==> src/rtl/bmdma_pkg.sv <==
package bmdma_pkg;

    // command byte bit positions
    localparam int CMD_RUN = 0;
    localparam int CMD_DIR = 3;

    // status byte bit positions
    localparam int STS_ACT  = 0;
    localparam int STS_ERR  = 1;
    localparam int STS_INT  = 2;
    localparam int STS_CAP0 = 5;
    localparam int STS_CAP1 = 6;

    // byte lanes inside the control word
    localparam int LANE_CMD = 0;
    localparam int LANE_STS = 2;

    typedef struct packed {
        logic run;
        logic dir;
        logic start_pls;
        logic abort_pls;
    } cmd_state_t;

    typedef struct packed {
        logic       act;
        logic       err;
        logic       intr;
        logic [1:0] cap;
    } sts_state_t;

endpackage

==> src/rtl/bmdma_cmd_unit.sv <==
module bmdma_cmd_unit
    import bmdma_pkg::*;
#(
    parameter int PTR_W = 32
) (
    input  logic             clk,
    input  logic             rst_n,
    input  logic             wr_i,
    input  logic [7:0]       wbyte_i,
    input  logic             done_i,
    input  logic [PTR_W-1:0] ptr_i,
    output logic             start_o,
    output logic             abort_o,
    output logic [PTR_W-1:0] start_ptr_o,
    output logic             rise_o,
    output logic             fall_o,
    output logic [7:0]       cmd_byte_o
);

    cmd_state_t       st_d, st_q;
    logic [PTR_W-1:0] snap_d, snap_q;
    logic             rise, fall;
    logic             unused_bits;

    assign unused_bits = ^{wbyte_i[7:4], wbyte_i[2:1]};

    always_comb begin
        st_d           = st_q;
        st_d.start_pls = 1'b0;
        st_d.abort_pls = 1'b0;
        snap_d         = snap_q;
        rise           = 1'b0;
        fall           = 1'b0;
        if (wr_i) begin
            if (!st_q.run) begin
                st_d.dir = wbyte_i[CMD_DIR];
            end
            st_d.run = wbyte_i[CMD_RUN];
            rise     = !st_q.run && wbyte_i[CMD_RUN] && !done_i;
            fall     = st_q.run && !wbyte_i[CMD_RUN] && !done_i;
        end
        if (done_i) begin
            st_d.run = 1'b0;
        end
        st_d.start_pls = rise;
        st_d.abort_pls = fall;
        if (rise) begin
            snap_d = ptr_i;
        end
    end

    always_ff @(posedge clk or negedge rst_n) begin
        if (!rst_n) begin
            st_q   <= '0;
            snap_q <= '0;
        end else begin
            st_q   <= st_d;
            snap_q <= snap_d;
        end
    end

    assign start_o     = st_q.start_pls;
    assign abort_o     = st_q.abort_pls;
    assign start_ptr_o = snap_q;
    assign rise_o      = rise;
    assign fall_o      = fall;
    assign cmd_byte_o  = {4'b0000, st_q.dir, 2'b00, st_q.run};

endmodule

==> src/rtl/bmdma_sts_unit.sv <==
module bmdma_sts_unit
    import bmdma_pkg::*;
(
    input  logic       clk,
    input  logic       rst_n,
    input  logic       wr_i,
    input  logic [7:0] wbyte_i,
    input  logic       done_i,
    input  logic       fault_i,
    input  logic       act_set_i,
    input  logic       act_clr_i,
    output logic [7:0] sts_byte_o,
    output logic       irq_o
);

    sts_state_t st_d, st_q;
    logic       unused_bits;

    assign unused_bits = ^{wbyte_i[7], wbyte_i[4:3], wbyte_i[STS_ACT]};

    always_comb begin
        st_d = st_q;
        if (act_set_i) begin
            st_d.act = 1'b1;
        end
        if (act_clr_i) begin
            st_d.act = 1'b0;
        end
        if (wr_i) begin
            if (wbyte_i[STS_INT]) begin
                st_d.intr = 1'b0;
            end
            if (wbyte_i[STS_ERR]) begin
                st_d.err = 1'b0;
            end
            st_d.cap = {wbyte_i[STS_CAP1], wbyte_i[STS_CAP0]};
        end
        if (done_i) begin
            st_d.act  = 1'b0;
            st_d.intr = 1'b1;
        end
        if (fault_i) begin
            st_d.err = 1'b1;
        end
    end

    always_ff @(posedge clk or negedge rst_n) begin
        if (!rst_n) begin
            st_q     <= '0;
            st_q.cap <= 2'b11;
        end else begin
            st_q <= st_d;
        end
    end

    assign sts_byte_o = {1'b0, st_q.cap[1], st_q.cap[0], 2'b00,
                         st_q.intr, st_q.err, st_q.act};
    assign irq_o      = st_q.intr;

endmodule

==> src/rtl/bmdma_ptr_unit.sv <==
module bmdma_ptr_unit #(
    parameter int DATA_W = 32
) (
    input  logic                clk,
    input  logic                rst_n,
    input  logic                wr_i,
    input  logic [DATA_W/8-1:0] be_i,
    input  logic [DATA_W-1:0]   wdata_i,
    output logic [DATA_W-1:0]   ptr_o
);

    localparam int NBYTES = DATA_W / 8;

    logic [DATA_W-1:0] ptr_d, ptr_q;
    logic [DATA_W-1:0] merged;
    logic              unused_bits;

    assign unused_bits = ^wdata_i[1:0];

    for (genvar b = 0; b < NBYTES; b++) begin : g_lane
        assign merged[8*b +: 8] = (wr_i && be_i[b]) ? wdata_i[8*b +: 8]
                                                    : ptr_q[8*b +: 8];
    end

    always_comb begin
        ptr_d      = merged;
        ptr_d[1:0] = 2'b00;
    end

    always_ff @(posedge clk or negedge rst_n) begin
        if (!rst_n) begin
            ptr_q <= '0;
        end else begin
            ptr_q <= ptr_d;
        end
    end

    assign ptr_o = ptr_q;

endmodule

==> src/rtl/bmdma_regs.sv <==
module bmdma_regs
    import bmdma_pkg::*;
#(
    parameter int DATA_W = 32
) (
    input  logic                clk,
    input  logic                rst_n,
    input  logic                reg_wr,
    input  logic                reg_word,
    input  logic [DATA_W/8-1:0] reg_be,
    input  logic [DATA_W-1:0]   reg_wdata,
    output logic [DATA_W-1:0]   reg_rdata,
    input  logic                seq_done,
    input  logic                seq_fault,
    output logic                dma_start,
    output logic [DATA_W-1:0]   dma_start_ptr,
    output logic                dma_abort,
    output logic                dma_irq,
    output logic                reg_acc_err
);

    localparam int            BE_W    = DATA_W / 8;
    localparam logic [BE_W-1:0] BE_CMD = BE_W'(1) << LANE_CMD;
    localparam logic [BE_W-1:0] BE_STS = BE_W'(1) << LANE_STS;

    logic              cmd_wr, sts_wr, ptr_wr, bad_wr, touches;
    logic              rise, fall;
    logic              aerr_d, aerr_q;
    logic [7:0]        cmd_byte, sts_byte;
    logic [DATA_W-1:0] ptr_val;
    logic [DATA_W-1:0] ctrl_word;

    // write decode
    always_comb begin
        touches = reg_be[LANE_CMD] || reg_be[LANE_STS];
        cmd_wr  = reg_wr && !reg_word && (reg_be == BE_CMD);
        sts_wr  = reg_wr && !reg_word && (reg_be == BE_STS);
        ptr_wr  = reg_wr && reg_word;
        bad_wr  = reg_wr && !reg_word && touches && !cmd_wr && !sts_wr;
        aerr_d  = bad_wr;
    end

    always_ff @(posedge clk or negedge rst_n) begin
        if (!rst_n) begin
            aerr_q <= 1'b0;
        end else begin
            aerr_q <= aerr_d;
        end
    end

    bmdma_cmd_unit #(.PTR_W(DATA_W)) u_cmd (
        .clk         (clk),
        .rst_n       (rst_n),
        .wr_i        (cmd_wr),
        .wbyte_i     (reg_wdata[8*LANE_CMD +: 8]),
        .done_i      (seq_done),
        .ptr_i       (ptr_val),
        .start_o     (dma_start),
        .abort_o     (dma_abort),
        .start_ptr_o (dma_start_ptr),
        .rise_o      (rise),
        .fall_o      (fall),
        .cmd_byte_o  (cmd_byte)
    );

    bmdma_sts_unit u_sts (
        .clk        (clk),
        .rst_n      (rst_n),
        .wr_i       (sts_wr),
        .wbyte_i    (reg_wdata[8*LANE_STS +: 8]),
        .done_i     (seq_done),
        .fault_i    (seq_fault),
        .act_set_i  (rise),
        .act_clr_i  (fall),
        .sts_byte_o (sts_byte),
        .irq_o      (dma_irq)
    );

    bmdma_ptr_unit #(.DATA_W(DATA_W)) u_ptr (
        .clk     (clk),
        .rst_n   (rst_n),
        .wr_i    (ptr_wr),
        .be_i    (reg_be),
        .wdata_i (reg_wdata),
        .ptr_o   (ptr_val)
    );

    // read path
    always_comb begin
        ctrl_word                     = '0;
        ctrl_word[8*LANE_CMD +: 8]    = cmd_byte;
        ctrl_word[8*LANE_STS +: 8]    = sts_byte;
        reg_rdata = reg_word ? ptr_val : ctrl_word;
    end

    assign reg_acc_err = aerr_q;

endmodule

==> config.mk <==
export PLATFORM = sky130hd
export DESIGN_NAME = bmdma_regs
export DESIGN_NICKNAME = d
export VERILOG_FILES = /design/src/rtl/bmdma_pkg.sv /design/src/rtl/bmdma_cmd_unit.sv /design/src/rtl/bmdma_sts_unit.sv /design/src/rtl/bmdma_ptr_unit.sv /design/src/rtl/bmdma_regs.sv
export SDC_FILE = /design/constraint.sdc
export NUM_CORES = 1
export LEC_CHECK = 0
export BUFFER_PORTS_ARGS = -buffer_cell sky130_fd_sc_hd__buf_2
export CORE_MARGIN = 2
export CORE_UTILIZATION = 45
export CTS_CLUSTER_SIZE = 28
export DETAILED_ROUTE_END_ITERATION = 10
export GPL_ROUTABILITY_DRIVEN = 0
export PLACE_DENSITY = 0.72
export SYNTH_ARGS = -nofsm -noshare
export SYNTH_HDL_FRONTEND = slang
export SYNTH_HIERARCHICAL = 1
export SYNTH_SLANG_ARGS = --single-unit
==> constraint.sdc <==
create_clock -name clk -period 1.8 [get_ports clk]
set_input_delay 0.36 -clock clk [delete_from_list [all_inputs] [get_ports clk]]
set_output_delay 0.36 -clock clk [all_outputs]
set_load 0.02 [all_outputs]
==> out/metrics.cfg <==
[yosys]
ys_seq_area_share_pct=53.67
synth_compound_area_share_pct=0.9676
synth_xor_area_share_pct=0
synth.distinct_cells=23
yosys_warnings=6
synthAdderAreaFrac_pct=0
synth-simple-area-share_pct=6.699
synth_top_family_by_area=multiplexers
synth_mux_area_share_pct=32.12
syn_avg_cell_area_sq_um=15.64
syn_inst=215
syn-cell-area_sq_mm=0.003362
synth-seq-cells=72

[worst_setup_path]
cp_slowest_cell=mux2_2
worstSetupPathType=in -> out
path_cells=buf_2, buf_6, mux2_2, buf_2
cp_common_cell=buf_2
critPathBufInv=3
critPathMaxFanout=33
rr_worst_depth=3
cp.arrival_ns=1.29
cp.required_ns=1.44
cp-start-kind=input port
critPathCaptureType=output pin
crit_path_max_incr_delay_ns=0.37
worst-path-stages=4
cp_top_family=buffers and inverters

[floorplan]
io_pins=110
row_count=31
initial_core_util_pct=46.35
core-area_sq_mm=0.007253
die_w_um=90.44
die-area_sq_mm=0.008178
die_h_um=90.44

[min_path]
holdPathStages=2
hold_class=in -> reg

[power]
p_sw_share_pct=26.60
p_comb_share_pct=19.7
switchingPower_mw=1.157
clockPowerShare_pct=35.2
p_int_mw=3.192
total_power_mw=4.348
p_seq_share_pct=45.1
ir_worst_vdd_mv=0.5706
p_per_area_mw_per_mm2=1033
leakage_nw=2.176

[routing]
num_vias=2018
drc=0
ant_nets=0
avgRoutedWirePerCell_um=14.67
firstDrtPassIters=4
via_per_inst=4.639
wl_um=6383
drtIter0Drc=38

[clock_tree]
cts.sinks=72
clk_latency_ns=0.34
cts_root_buf=clkbuf_8
post_cts_buffers=0
clkTransAtPathRegs_ns=0.07
clockBufferDepth=2
cts_max_level=3
cts_buffers=9
cts_tree=done

[run_status]
status=complete, no violations

[place]
hpwl_um=4551
place_ws_ns=-0.1351
port_buffers=107
placed_cells=418
place_area_sq_mm=0.003950

[global_routing]
grtUsageTotal_pct=16.58
overflow=0
grt_pass1_vias=2110
antenna_found_initial=0
grt_pass1_wl_um=10580
grt_max_degree=41

[timing]
fmax_ghz=0.6057
fin_crit_sh_pct=91.72
rsz0062_at_grt=false
finalSetupViolCount=0
worst_slack_ns=0.1491
drv_slew=0
fin_setup_tns_ns=0
min_period_ns=1.651
hold_viol_final=0
fin_skew_ns=0.004822
hold_ws_ns=0.1953

[cells_and_area]
syn_to_final_growth_pct=25.16
fin_area_sq_mm=0.004208
fin_util_pct=58.01
final_nets=373
fin_cells=435
diodes=0
drive_gt1_share_pct=66.67

[run]
cap_violations=0

-- worst paths after layout --
kind | start | endpoint | slack [ns]
setup / recovery | reg_word | reg_rdata[0] | 0.15
hold / removal | seq_fault | u_sts/sts_byte_o[1]$_DFFE_PN0P_ | 0.20
setup reg to reg | u_cmd/cmd_byte_o[0]$_DFFE_PN0P_ | u_cmd/start_ptr_o[26]$_DFFE_PN0P_ | 0.34
hold reg to reg | u_sts/sts_byte_o[1]$_DFFE_PN0P_ | u_sts/sts_byte_o[1]$_DFFE_PN0P_ | 0.48
max in group asynchronous | rst_n | u_cmd/start_o$_DFF_PN0_ | 0.74
min in group asynchronous | rst_n | u_cmd/start_ptr_o[5]$_DFFE_PN0P_ | 0.49
-- per-layer routing --
layer	GRT usage [%]	up-vias	share of wire, %
met1	21.35	985	45
li1	-	954	-
met2	26.25	73	48
met5	0	-	0
met4	4.231	0	1.1
met3	6.594	6	6.5
-- final cells by class --
type | instances | area (sq um)
fill | 625 | 3045
sequential | 72 | 1804
multi-input combinational | 131 | 1379
timing repair buffer | 117 | 656.9
clock buffer | 9 | 123.9
tap | 99 | 123.9
clock inverter | 7 | 120.1
-- logic make-up (layout without fill, tap and decap cells) --
logic type,count (synthesis),after routing
buf+inv,20,133
compound gates,5,5
mux,82,82
other cells,3,11
simple gates,33,33
flops,72,72
-- placed cells by master, fill, tap and decap left out, drive strengths merged, types with 2 or more instances in the layout --
master    n
dfstp     2
and2     17
nor2      3
bufinv    3
buf     116
mux2     81
and4bb    4
nand2     6
conb     11
a21o      2
dfrtp    70
clkinv    3
clkbuf    9
-- Yosys cell counts --
library cell  number  share of area [%]
o21ai_0            1               0.15
mux2_2            39                 13
mux2_4            42                 19
nand2_2            3               0.56
conb_1             3               0.33
dfrtp_1           70                 52
dfstp_2            2                1.6
buf_12             4                2.4
a21oi_1            1               0.15
mux2i_1            1               0.30
a21o_1             2               0.45
nor3_1             1               0.15
buf_4             12                2.7
nand2_1            3               0.33
and2_1            17                3.2
and2b_2            1               0.26
buf_6              3                1.0
and4bb_1           1               0.37
o31ai_1            1               0.22
and4bb_2           3                1.1
nor2_1             3               0.33
buf_2              1               0.15
nand2b_4           1               0.41
-- registers in the layout (all words and copies together), names as in the netlist --
name / flops
u_cmd/abort_o: 1
u_cmd/start_o: 1
u_ptr/ptr_o: 30
u_cmd/start_ptr_o: 32
u_cmd/cmd_byte_o: 2
reg_acc_err: 1
u_sts/irq_o: 1
u_sts/sts_byte_o: 4
-- power by group through the flow --
stage	Combinational, mW	Sequential (mW)	Clock [mW]
after floorplan	0.529	2.04	0
after global placement	0.850	1.98	0
after detailed placement	0.868	1.99	0
after CTS	0.871	1.96	1.58
after global routing	0.924	1.99	1.66
final	0.858	1.96	1.53
-- worst register-to-register path, delay by kind of cell, from the launching register on --
family                 cells  cell delay [ns]
DFF                        1             0.41
and+or+nand+nor            1             0.41
buffers and inverters      1             0.22
muxes                      1             0.31
-- timing repair --
action                     in CTS  in global routing
setup endpoints to repair       0                  1
hold buffers                    1                  0
hold endpoints to repair       30                  0
gates resized for setup         0                  1
(Power assumes the default switching activity.)
